[src/rtl/pcd_pkg.sv]
`timescale 1ns/1ps
package pcd_pkg;

  localparam logic [7:0] OP_TEST_READY = 8'h00;
  localparam logic [7:0] OP_IDENTIFY   = 8'h11;
  localparam logic [7:0] OP_REQ_SENSE  = 8'h13;
  localparam logic [7:0] OP_READ_TOC   = 8'h14;
  localparam logic [7:0] OP_PLAY       = 8'h20;
  localparam logic [7:0] OP_READ_SECT  = 8'h30;
  localparam logic [7:0] OP_SPIN_UP    = 8'h70;

  // result codes: low byte is the sense key, high byte the qualifier
  localparam logic [15:0] RES_OK       = 16'h0000;
  localparam logic [15:0] RES_RESET    = 16'h2906;
  localparam logic [15:0] RES_BADFIELD = 16'h2405;
  localparam logic [15:0] RES_BADCMD   = 16'h2005;
  localparam logic [15:0] RES_NODISC   = 16'h3A02;

  localparam logic [7:0] ST_DONE = 8'h50;
  localparam logic [7:0] ST_FAIL = 8'h51;
  localparam logic [7:0] ST_DATA = 8'h58;

  typedef enum logic [2:0] {
    SRC_NONE   = 3'd0,
    SRC_IDENT  = 3'd1,
    SRC_SENSE  = 3'd2,
    SRC_TOC    = 3'd3,
    SRC_SECTOR = 3'd4
  } src_e;

  typedef struct packed {
    logic [7:0]  status;
    logic [15:0] len;
    src_e        src;
    logic [7:0]  ofs;
    logic        set_res;
    logic [15:0] result;
    logic        lba_wr;
    logic        start;
    logic        clr_reset;
    logic [23:0] lba;
    logic [23:0] count;
    logic [7:0]  mode;
  } resp_t;

  function automatic logic [15:0] clip_len(logic [15:0] req, logic [15:0] avail);
    return (req > avail) ? avail : req;
  endfunction

  function automatic logic [7:0] err_from_result(logic [15:0] res);
    return {res[3:0], 4'h0};
  endfunction

  function automatic resp_t mk_fail(logic [15:0] code);
    resp_t r;
    r = '0;
    r.status  = ST_FAIL;
    r.set_res = 1'b1;
    r.result  = code;
    r.src     = SRC_NONE;
    return r;
  endfunction

  function automatic resp_t mk_done();
    resp_t r;
    r = '0;
    r.status  = ST_DONE;
    r.set_res = 1'b1;
    r.result  = RES_OK;
    r.src     = SRC_NONE;
    return r;
  endfunction

  function automatic resp_t mk_data(src_e s, logic [15:0] n, logic [7:0] o, logic rec);
    resp_t r;
    r = '0;
    r.status  = ST_DATA;
    r.src     = s;
    r.len     = n;
    r.ofs     = o;
    r.set_res = rec;
    r.result  = RES_OK;
    return r;
  endfunction

endpackage

[src/rtl/pcd_decode.sv]
`timescale 1ns/1ps
module pcd_decode
  import pcd_pkg::*;
#(
  parameter int IDENT_BYTES  = 32,
  parameter int TOC_BYTES    = 408,
  parameter int SENSE_BYTES  = 10,
  parameter int SECTOR_BYTES = 2048,
  parameter int PKT_BYTES    = 12
) (
  input  logic [PKT_BYTES*8-1:0] pkt,
  input  logic                   was_reset,
  input  logic                   disc_present,
  input  logic [15:0]            media_code,
  output resp_t                  rsp
);

  localparam logic [15:0] IDENT_LIM  = 16'(IDENT_BYTES);
  localparam logic [15:0] TOC_LIM    = 16'(TOC_BYTES);
  localparam logic [15:0] SENSE_LIM  = 16'(SENSE_BYTES);
  localparam logic [15:0] SECTOR_LEN = 16'(SECTOR_BYTES);

  logic [7:0] b [PKT_BYTES];

  for (genvar i = 0; i < PKT_BYTES; i++) begin : g_bytes
    assign b[i] = pkt[8*i +: 8];
  end

  logic [7:0]  op;
  logic [23:0] sect_lba;
  logic [23:0] sect_cnt;
  logic [15:0] ident_ofs;
  logic        ident_bad;

  assign op        = b[0];
  assign sect_lba  = {b[2], b[3], b[4]};
  assign sect_cnt  = {b[8], b[9], b[10]};
  assign ident_ofs = {8'h00, b[2]};
  assign ident_bad = (ident_ofs >= IDENT_LIM);

  always_comb begin
    rsp = '0;
    if (was_reset && op != OP_REQ_SENSE) begin
      rsp = mk_fail(RES_RESET);
      rsp.clr_reset = 1'b1;
    end else begin
      unique case (op)
        OP_TEST_READY, OP_PLAY, OP_SPIN_UP: rsp = mk_done();
        OP_IDENTIFY: begin
          if (ident_bad) rsp = mk_fail(RES_BADFIELD);
          else rsp = mk_data(SRC_IDENT,
                             clip_len({8'h00, b[4]}, IDENT_LIM - ident_ofs),
                             b[2], 1'b1);
        end
        OP_REQ_SENSE: rsp = mk_data(SRC_SENSE, clip_len({8'h00, b[4]}, SENSE_LIM),
                                    8'h00, 1'b0);
        OP_READ_TOC: begin
          if (!disc_present)        rsp = mk_fail(RES_NODISC);
          else if (media_code != 0) rsp = mk_fail(media_code);
          else rsp = mk_data(SRC_TOC, clip_len({b[3], b[4]}, TOC_LIM), 8'h00, 1'b1);
        end
        OP_READ_SECT: begin
          if (!disc_present) begin
            rsp = mk_fail(RES_NODISC);
          end else begin
            if (media_code != 0) begin
              rsp = mk_fail(media_code);
              rsp.lba_wr = 1'b1;
            end else if (sect_cnt == 24'd0) begin
              rsp = mk_done();
            end else begin
              rsp = mk_data(SRC_SECTOR, SECTOR_LEN, 8'h00, 1'b1);
              rsp.start = 1'b1;
            end
            rsp.lba   = sect_lba;
            rsp.count = sect_cnt;
            rsp.mode  = b[1];
          end
        end
        default: rsp = mk_fail(RES_BADCMD);
      endcase
    end
  end

endmodule

[src/rtl/pcd_sense.sv]
`timescale 1ns/1ps
module pcd_sense
  import pcd_pkg::*;
#(
  parameter int SENSE_BYTES = 10,
  parameter int IDX_W       = 4
) (
  input  logic             clk,
  input  logic             rst_n,
  input  logic             upd,
  input  logic [15:0]      result,
  input  logic             lba_wr,
  input  logic [23:0]      lba,
  input  logic [IDX_W-1:0] idx,
  output logic [7:0]       rd_byte,
  output logic [7:0]       err
);

  logic [7:0] sq [SENSE_BYTES];

  for (genvar i = 0; i < SENSE_BYTES; i++) begin : g_sb
    logic [7:0] nxt;
    always_comb begin
      nxt = sq[i];
      case (i)
        0:       nxt = 8'hF0;
        2:       nxt = result[7:0];
        8:       nxt = result[15:8];
        5:       if (lba_wr) nxt = lba[23:16];
        6:       if (lba_wr) nxt = lba[15:8];
        7:       if (lba_wr) nxt = lba[7:0];
        default: nxt = sq[i];
      endcase
    end
    always_ff @(posedge clk) begin
      if (!rst_n)   sq[i] <= 8'h00;
      else if (upd) sq[i] <= nxt;
    end
  end

  always_ff @(posedge clk) begin
    if (!rst_n)   err <= 8'h00;
    else if (upd) err <= err_from_result(result);
  end

  always_comb begin
    rd_byte = 8'h00;
    for (int k = 0; k < SENSE_BYTES; k++)
      if (int'(idx) == k) rd_byte = sq[k];
  end

  // a recorded result always leaves the fixed header tag in byte 0
  a_r4_tag: assert property (@(posedge clk) disable iff (!rst_n)
    upd |=> sq[0] == 8'hF0);

  // the error register never changes without a recorded result
  a_r4_err_hold: assert property (@(posedge clk) disable iff (!rst_n)
    !upd |=> $stable(err));

endmodule

[src/rtl/pkt_cmd_decoder.sv]
`timescale 1ns/1ps
module pkt_cmd_decoder
  import pcd_pkg::*;
#(
  parameter int PKT_BYTES    = 12,
  parameter int IDENT_BYTES  = 32,
  parameter int TOC_BYTES    = 408,
  parameter int SENSE_BYTES  = 10,
  parameter int SECTOR_BYTES = 2048
) (
  input  logic        clk,
  input  logic        rst_n,
  input  logic        pkt_valid,
  input  logic [95:0] pkt_data,
  input  logic        disc_present,
  input  logic [15:0] media_code,
  input  logic        resp_ack,
  input  logic [3:0]  sense_idx,
  output logic        resp_valid,
  output logic [7:0]  resp_status,
  output logic [2:0]  resp_src,
  output logic [7:0]  resp_offset,
  output logic [15:0] resp_len,
  output logic        rd_start,
  output logic [23:0] rd_lba,
  output logic [23:0] rd_count,
  output logic [7:0]  rd_mode,
  output logic [7:0]  err_reg,
  output logic [7:0]  sense_byte
);

  localparam int IDX_W = 4;

  resp_t rsp_d, rsp_q;
  logic  was_reset_q;
  logic  accept;
  logic  start_q;
  logic  sense_upd;

  assign accept    = pkt_valid && !resp_valid;
  assign sense_upd = accept && rsp_d.set_res;

  pcd_decode #(
    .IDENT_BYTES (IDENT_BYTES),
    .TOC_BYTES   (TOC_BYTES),
    .SENSE_BYTES (SENSE_BYTES),
    .SECTOR_BYTES(SECTOR_BYTES),
    .PKT_BYTES   (PKT_BYTES)
  ) u_dec (
    .pkt         (pkt_data[PKT_BYTES*8-1:0]),
    .was_reset   (was_reset_q),
    .disc_present(disc_present),
    .media_code  (media_code),
    .rsp         (rsp_d)
  );

  pcd_sense #(
    .SENSE_BYTES(SENSE_BYTES),
    .IDX_W      (IDX_W)
  ) u_sense (
    .clk    (clk),
    .rst_n  (rst_n),
    .upd    (sense_upd),
    .result (rsp_d.result),
    .lba_wr (rsp_d.lba_wr),
    .lba    (rsp_d.lba),
    .idx    (sense_idx),
    .rd_byte(sense_byte),
    .err    (err_reg)
  );

  always_ff @(posedge clk) begin
    if (!rst_n) begin
      rsp_q       <= '0;
      resp_valid  <= 1'b0;
      start_q     <= 1'b0;
      was_reset_q <= 1'b1;
    end else if (accept) begin
      rsp_q      <= rsp_d;
      resp_valid <= 1'b1;
      start_q    <= rsp_d.start;
      if (rsp_d.clr_reset) was_reset_q <= 1'b0;
    end else begin
      start_q <= 1'b0;
      if (resp_ack) resp_valid <= 1'b0;
    end
  end

  assign resp_status = rsp_q.status;
  assign resp_src    = 3'(rsp_q.src);
  assign resp_offset = rsp_q.ofs;
  assign resp_len    = rsp_q.len;
  assign rd_start    = start_q;
  assign rd_lba      = rsp_q.lba;
  assign rd_count    = rsp_q.count;
  assign rd_mode     = rsp_q.mode;

  // a pending response is frozen until acknowledged
  a_r2_hold: assert property (@(posedge clk) disable iff (!rst_n)
    resp_valid && !resp_ack |=> resp_valid && $stable(resp_status)
      && $stable(resp_len) && $stable(resp_src));

  // a response only ever follows a strobe
  a_r2_origin: assert property (@(posedge clk) disable iff (!rst_n)
    $rose(resp_valid) |-> $past(pkt_valid));

  // start-read is a single-cycle pulse tied to a sector response
  a_r8_pulse: assert property (@(posedge clk) disable iff (!rst_n)
    rd_start |-> resp_valid && resp_src == 3'd4);
  a_r8_single: assert property (@(posedge clk) disable iff (!rst_n)
    rd_start |=> !rd_start);

  // a failed completion carries no data
  a_r4_nodata: assert property (@(posedge clk) disable iff (!rst_n)
    resp_valid && resp_status == ST_FAIL |-> resp_len == 16'd0 && resp_src == 3'd0);

  // once cleared, the was-reset flag stays cleared
  a_r3_sticky: assert property (@(posedge clk) disable iff (!rst_n)
    !was_reset_q |=> !was_reset_q);

endmodule

[config.mk]
export PLATFORM = sky130hd
export DESIGN_NAME = pkt_cmd_decoder
export DESIGN_NICKNAME = d
export VERILOG_FILES = /design/src/rtl/pcd_pkg.sv /design/src/rtl/pcd_decode.sv /design/src/rtl/pcd_sense.sv /design/src/rtl/pkt_cmd_decoder.sv
export SDC_FILE = /design/constraint.sdc
export NUM_CORES = 1
export LEC_CHECK = 0
export BUFFER_PORTS_ARGS = -buffer_cell sky130_fd_sc_hd__buf_2
export CORE_ASPECT_RATIO = 0.75
export CORE_UTILIZATION = 56
export CTS_CLUSTER_DIAMETER = 80
export DETAILED_ROUTE_END_ITERATION = 10
export MAX_ROUTING_LAYER = met4
export PLACE_DENSITY = 0.86
export SLEW_MARGIN = 30
export SYNTH_ARGS = -nofsm -noshare
export SYNTH_HDL_FRONTEND = slang
export SYNTH_HIERARCHICAL = 1
export SYNTH_SLANG_ARGS = --single-unit
[constraint.sdc]
create_clock -name clk -period 7.7 [get_ports clk]
set_input_delay 0.77 -clock clk [delete_from_list [all_inputs] [get_ports clk]]
set_output_delay 0.77 -clock clk [all_outputs]
set_load 0.01 [all_outputs]
==> qor.yml, run 1 <==
clkPwrFrac: 0.457
slew_violations: 0
syn_area_per_cell_um2: 8.95
final_nets: 1132
via_per_inst: 5.55
synth_compound_area_frac: 0.0763
numCtsBuffers: 17
period_minus_slack_ps: 3360
place_area_um2: 8370
grt_setup_unrepaired: "no"
stdcell_area_um2: 8950
portBuffers: 193
synth_top_family_by_area: "simple AND/OR/NAND/NOR gates"
track_usage: 0.288
holdPathEnd: "rd_mode[0]"
die_area_um2: 14000
r2r_start: "resp_valid"
ys_seq_elements: 139
clkSlewWorstSetupHoldPaths_ps: 60
hold_slack_ps: 450
worstPathArrival_ps: 3410
gp_congestion: 0.923
synthXorXnorAreaFrac: 0.00578
dp_hpwl_um: 13300
htreeDepth: 4
fmax_mhz: 297
vias: 6574
synth-edff-count: 41
status: "completed"
cts.sinks: 139
ys_async_sr_fraction: 0
grt_max_degree: 128
rrSetupSlack_ps: 5140
power_frac_comb: 0.102
max_slew_margin: 0.368
setup-tns-final_ps: 0
post_cts_resized: 0
cts_hold_buffers: 0
hold_path.class: "reg -> reg"
synth_top_area_frac: 0.259
drc: 0
hold_depth: 2
switching_share: 0.244
pwr-share-seq: 0.441
yosys.cell_count.top_type: "nand2_1"
start_kind: "input pin"
timing.final.crit_share: 0.437
synth_fa_ha_area_frac: 0.0149
grt_overflow: 0
largest_reg_flops: 41
fillers: 1061
internal_power_mw: 1.34
yosys-top-cells-area: "dfxtp_1 26%, edfxtp_1 16%, mux2i_1 13%"
ff2ff_path_depth: 5
drt_wl_total_um: 19100
skew_ps: 13.7
netSwitchingPower_uw: 431
hold_viol: 0
syn_inst: 847
layout-drive-gt1-share: 0.234
start_util: 0.578
netlist_area_um2: 7580
end_kind: "register"
fp.coreArea_um2: 13100
synth_ff_type: "dfxtp_1"
drtPass1Iterations: 5
grt_antenna_before_repair: 1
grt_pass1_vias: 6128
critPathMaxFanout: 54
num_io_pins: 230
cap_violations: 0
clock_latency_ps: 420
holdCritStartpoint: "rd_mode[0]"
grt_pass1_wl_um: 30000
ys.warnings.count: 6
cts_post_setup_buffers_inserted: 0
synth_top_cell_by_area: "dfxtp_1"
crit_type: "in -> reg"
post-place-cells: 1154
ctsLongestPathBuffers: 2
dp_slack_ps: 3670
die_w_um: 136
vdd_drop_max_mv: 0.177
die_h_um: 103
syn_to_final_growth_pct: 18.1
ant_nets: 0
setup_ws_ps: 4340
p_leak_nw: 4.10
tightest_slew_ps: 939
p_per_area_nw_per_um2: 197
yosys-top-cells-count: "210 x nand2_1, 98 x dfxtp_1, 97 x mux2i_1"
layout.cells.non_filler: 1185
tritoncts: "done"
cp_data_required_time_ps: 7750
cts_root_buf: "clkbuf_16"
rows: 36
muxShareOfSynthArea: 0.128
ys_seq_area_frac: 0.421
reg2reg_to: "u_sense/sq[8][7]"
setup_viol: 0
drtIter0Drc: 581
largest-register: "u_sense/sq"
drt-wirelength-per-cell_um: 16.1
synthDistinctLibCells: 62
synthSimpleGateAreaFrac: 0.281
==> how the worst max path moves through the flow <==
stage / start / to / slack [ps] / cells after the start
detailed placement: pkt_data[1] / u_sense/sq[6][3] / 3670 / 9
CTS: pkt_data[1] / u_sense/sq[6][2] / 4100 / 9
global route: pkt_data[1] / u_sense/sq[6][3] / 4200 / 9
floorplan: pkt_data[1] / u_sense/sq[5][0] / 4420 / 8
global placement: pkt_data[1] / u_sense/sq[6][7] / 3720 / 9
finish: pkt_data[1] / u_sense/sq[5][5] / 4340 / 9
==> per-layer routing <==
layer  wire length, µm  vias to the layer above  track usage
met5                 0                        -            -
met3              1540                       34       0.0634
li1                  -                     3204            -
met1              8760                     3035        0.384
met4               397                        0        0.122
met2              8400                      301        0.421
==> critical path: stages <==
cell and delay (ps):
buf_2 150, or4_1 550, a311oi_2 270, o22ai_2 300, nor3_4 230, buf_4 400, and2_1 190, nand2_1 60
nand2_2 470
==> power by group through the flow <==
stage / clock [mW] / combinational [mW] / sequential [mW]
3_5_place_dp: 0 / 0.176 / 0.795
2_1_floorplan: 0 / 0.127 / 0.796
5_1_grt: 0.849 / 0.197 / 0.781
3_3_place_gp: 0 / 0.176 / 0.795
6_report: 0.808 / 0.180 / 0.779
4_1_cts: 0.816 / 0.178 / 0.780
==> cell families (layout without fill, tap and decap cells) <==
family	count (synthesis)	count (layout)
adder cells (fa/ha/maj)	9	9
buffers and inverters	87	238
multiplexers	97	97
XOR/XNOR	5	5
AND/OR/NAND/NOR	424	424
other	3	19
AO/OA/AOI/OAI	83	83
flip-flops	139	139
==> final cells by class <==
cell class	instances	area, µm²	share of cell area
Sequential cell	139	3190	0.357
Inverter	10	37.5	0.00419
Antenna cell	1	2.50	0.000279
Tap cell	171	214	0.0239
Timing Repair Buffer	198	1020	0.114
Multi-Input combinational cell	636	3920	0.437
Clock buffer	25	518	0.0578
Clock inverter	5	57.6	0.00643
==> per-stage QoR <==
step	total power, mW	utilization
CTS	1.77	0.682
global route	1.83	0.683
floorplan	0.923	-
finish	1.77	0.683
global placement	0.970	0.638
detailed placement	0.971	0.638
==> placed cells by master (no fill, tap or decap), types with 6 or more instances in the layout <==
master	instances
a21oi_1	28
a31oi_1	6
and2_1	56
and3_1	54
buf_2	192
clkbuf_16	19
conb_1	18
dfxtp_1	98
edfxtp_1	41
ha_1	9
inv_1	9
mux2i_1	97
nand2_1	209
nand2b_1	21
nor2_1	23
nor2b_1	7
nor3_1	8
nor4_1	18
o21ai_0	7
o2bb2ai_1	8
Note: power is estimated with default switching activity, not from simulation.
==> run 2, diff against run 1 <==
CORE_UTILIZATION = 47   (was 56)
PLACE_DENSITY = 0.77   (was 0.86)
clock period = 2.7 ns   (was 7.7 ns; I/O delays follow)
==> qor.yml, run 2 (synthesized netlist as in run 1, its figures left out) <==
most-common-layout-cells: "209 x nand2_1, 192 x buf_2, 98 x dfxtp_1"
gp_congestion: 0.944
setup_viol: 0
fp.coreArea_um2: 15500
cts_root_buf: "clkbuf_16"
rows: 39
drtIter0Drc: 475
post_cts_resized: 0
die_w_um: 149
cts_post_setup_buffers_inserted: 0
fillers: 1376
die_area_um2: 16600
dp_slack_ps: -185
grt_max_degree: 98
grt_antenna_before_repair: 0
vdd_drop_max_mv: 0.390
tightest_slew_ps: 677
tritoncts: "done"
clkSlewWorstSetupHoldPaths_ps: 60
status: "completed"
finalPower_mw: 5.13
pwr-share-seq: 0.433
drc: 0
n_antenna_cell: 0
track_usage: 0.256
dp_hpwl_um: 14600
cts.sinks: 139
clock_latency_ps: 420
r2r_start: "resp_valid"
layout-drive-gt1-share: 0.259
critPathMaxFanout: 5
start_kind: "input pin"
portBuffers: 193
period_minus_slack_ps: 2570
holdCritStartpoint: "pkt_valid"
htreeDepth: 4
num_io_pins: 230
netSwitchingPower_mw: 1.25
p_leak_nw: 4.27
cp_data_required_time_ps: 2980
multi_input_area_um2: 3920
via_per_inst: 5.28
grt_pass1_wl_um: 32100
worstPathArrival_ps: 2850
syn_to_final_growth_pct: 22.4
numCtsBuffers: 17
slew_violations: 0
drt-wirelength-per-cell_um: 16.3
ant_nets: 0
drt_wl_total_um: 20300
utilization: 0.600
final_nets: 1161
internal_power_mw: 3.88
cap_violations: 0
setup_ws_ps: 130
grt_setup_unrepaired: "no"
hold_viol: 0
timing.final.crit_share: 0.952
skew_ps: 6.41
mostFrequentLayoutCell: "nand2_1"
clkPwrFrac: 0.458
cts_hold_buffers: 0
start_util: 0.490
cp-startpoint: "pkt_data[20]"
rrSetupSlack_ps: 830
die_h_um: 112
end_kind: "register"
hold_path.class: "in -> reg"
crit_type: "in -> reg"
fmax_mhz: 389
drtPass1Iterations: 5
largest_reg_flops: 41
setup-tns-final_ps: 0
seqCellArea_um2: 3190
ctsLongestPathBuffers: 2
p_per_area_nw_per_um2: 553
largest-register: "u_sense/sq"
vias: 6592
max_slew_margin: 0.548
switching_share: 0.244
grt_overflow: 0
grt_pass1_vias: 6246
power_frac_comb: 0.109
-- run 2: cell count changes in the layout (fill, tap and decap cells not counted), moves of 2 or more --
cell	change
buf_12	+4
buf_4	+27
buf_6	-2
clkbuf_1	-2
inv_6	+2
-- run 2: area by class of cell --
class | count | area share
clock buffer | 25 | 0.0570
inverter | 10 | 0.00404
timing repair buffer | 227 | 0.138
sequential | 139 | 0.344
tap | 205 | 0.0276
multi-input combinational | 636 | 0.422
clock inverter | 7 | 0.00795
-- run 2: worst paths after layout --
check                                   endpoint  depth (start not counted)
worst max-delay path                 resp_len[5]                         14
worst min-delay path                  resp_valid                          2
worst max register to register  u_sense/sq[5][5]                          5
worst min register to register        rd_mode[1]                          2
-- run 2: stage by stage --
step | cells | instance area, µm² | hold WS [ps]
6_report | 1249 | 9280 | 89.5
2_1_floorplan | 862 | 7640 | 408
3_5_place_dp | 1217 | 8680 | 443
3_3_place_gp | 1217 | 8680 | 439
4_1_cts | 1249 | 9280 | 71.1
5_1_grt | 1249 | 9280 | 86.5
-- run 2: power groups by stage --
stage | clock network (mW) | logic [mW] | registers [mW]
after detailed placement | 0 | 0.548 | 2.27
after floorplan | 0 | 0.361 | 2.27
after global routing | 2.50 | 0.605 | 2.23
final | 2.35 | 0.558 | 2.22
after global placement | 0 | 0.544 | 2.26
after CTS | 2.39 | 0.552 | 2.22
-- run 2: routing by layer --
| layer | part of all wire | GRT usage |
|---|---|---|
| met5 | 0 | - |
| met3 | 0.081 | 0.0594 |
| met2 | 0.43 | 0.368 |
| met1 | 0.47 | 0.350 |
| met4 | 0.020 | 0.0880 |
-- run 2: critical path: stages --
cell and delay (ps):
buf_2 110, nor3_1 340, nand3_1 170, a21oi_1 200, xor2_1 170, ha_1 260, nand4_1 100, nor2_1 60
nor3_1 210, o311a_1 390, o32ai_1 180, a22o_1 270, nand2_1 60, mux2i_1 60
==> run 3, diff against run 2 <==
BUFFER_PORTS_ARGS = default   (was -buffer_cell sky130_fd_sc_hd__buf_2)
CORE_UTILIZATION = 58   (was 47)
DONT_BUFFER_PORTS = 1   (was default)
PLACE_DENSITY = 0.76   (was 0.77)
==> qor.yml, run 3 (synthesized netlist as in run 1, its figures left out) <==
status: "completed"
stdcell_area_um2: 8140
post_cts_resized: 0
place_area_um2: 7520
final_nets: 955
skew_ps: 8.96
crit_type: "in -> reg"
layout-drive-gt1-share: 0.0728
grt_pass1_wl_um: 30100
max_slew_margin: 0.467
mostFrequentLayoutCell: "nand2_1"
pwr-share-seq: 0.451
gp_congestion: 0.931
worstPathArrival_ps: 2510
period_minus_slack_ps: 2230
ant_nets: 0
via_per_inst: 5.85
setup-tns-final_ps: 0
start_kind: "input pin"
cp_data_required_time_ps: 2980
die_h_um: 101
track_usage: 0.298
grt_pass1_vias: 5751
setup_viol: 0
drc: 0
seqCellArea_um2: 3190
crit_chain: "nor3_1, nand3_1, a21oi_1, xor2_1, ha_1, nand4_1, nor2_1, nor3_1, o311a_1, o32ai_1, a22o_1, nand2_1, mux2i_1"
largest_reg_flops: 41
grt_antenna_before_repair: 0
drtPass1Iterations: 5
htreeDepth: 4
drt_wl_total_um: 19100
holdCritStartpoint: "resp_ack"
hold_path.class: "in -> reg"
grt_setup_unrepaired: "no"
p_per_area_nw_per_um2: 609
clkPwrFrac: 0.479
clock_latency_ps: 420
multi_input_area_um2: 3920
cap_violations: 0
hold_depth: 2
end_kind: "register"
portBuffers: 0
fp.coreArea_um2: 12500
netSwitchingPower_mw: 1.16
slew_violations: 0
drt-wirelength-per-cell_um: 19.0
drtIter0Drc: 561
largest-register: "u_sense/sq"
crit_slowest_cell: "o311a_1"
fmax_mhz: 448
ctsLongestPathBuffers: 2
cp_common_cell: "nor3_1"
syn_to_final_growth_pct: 7.36
most-common-layout-cells: "209 x nand2_1, 98 x dfxtp_1, 97 x mux2i_1"
cts.sinks: 139
ff2ff_path_depth: 3
p_leak_nw: 3.25
fillers: 1001
rows: 35
vdd_drop_max_mv: 0.450
hold_viol: 0
tightest_slew_ps: 800
tritoncts: "done"
num_io_pins: 230
die_area_um2: 13500
critPathMaxFanout: 5
die_w_um: 134
timing.final.crit_share: 0.826
numCtsBuffers: 17
power_frac_comb: 0.069
r2r_start: "resp_valid"
vias: 5872
start_util: 0.605
n_antenna_cell: 0
grt_overflow: 0
grt_max_degree: 232
clkSlewWorstSetupHoldPaths_ps: 60
cts_root_buf: "clkbuf_16"
critical-path-max-stage-delay_ps: 360
dp_hpwl_um: 13500
switching_share: 0.233
cp-startpoint: "pkt_data[20]"
internal_power_mw: 3.80
[run 3: cell count changes in the layout (fill, tap and decap cells not counted), sizes merged]
cell	previous run	this run
buf	227	19
clkinv	3	5
clkbuf	25	18
dlygate4sd3	0	2
clkinvlp	1	4
bufinv	1	3
[run 3: metrics by stage]
stage                     instances  power (mW)  setup WS, ps   util  hold slack, ps
after floorplan                 862        2.63           141      -             408
after global routing           1004        5.12           171  0.650            12.4
after CTS                      1004        4.99           512  0.650            6.17
after detailed placement        970        2.62          91.2  0.601             407
after global placement          970        2.60           137  0.601             400
final                          1004        4.95           469  0.650            21.3
[run 3: layer usage]
metal,vias up,part of all wire,global-route usage
li1,2839,-,-
met1,2757,0.44,0.374
met2,235,0.44,0.442
met3,41,0.10,0.103
met4,0,0.025,0.112
met5,-,0,-
[run 3: path summary, 6_finish.rpt]
path / slack (ps) / endpoint
max reg2reg: 760 / u_sense/sq[8][6]
max: 470 / resp_len[5]
min: 20 / resp_valid
min reg2reg: 500 / resp_len[0]
[run 3: power groups by stage]
stage	Combinational (mW)	Sequential, mW	Clock [mW]
3_5_place_dp	0.334	2.28	0
5_1_grt	0.375	2.24	2.50
2_1_floorplan	0.361	2.27	0
4_1_cts	0.339	2.24	2.41
6_report	0.344	2.24	2.37
3_3_place_gp	0.323	2.28	0
[run 3: repair_timing]
item	CTS	global route
hold buffers	2	0
setup buffers	0	0
hold endpoints to repair	4	0
setup endpoints to repair	0	0
[run 3: cell type report]
type	count	share of cell area
clock buffers	18	0.0527
clock inverters	14	0.0208
inverters	10	0.00461
multi-input cells	636	0.481
flip-flops and latches	139	0.392
well taps	166	0.0255
repair buffers	21	0.0231
[run 3: critical path, delay by kind of cell]
kind | cells | cell delay, ps
AO/OA/AOI/OAI | 4 | 950
XOR/XNOR | 1 | 170
adder cells (fa/ha/maj) | 1 | 260
multiplexers | 1 | 60
AND/OR/NAND/NOR | 6 | 770
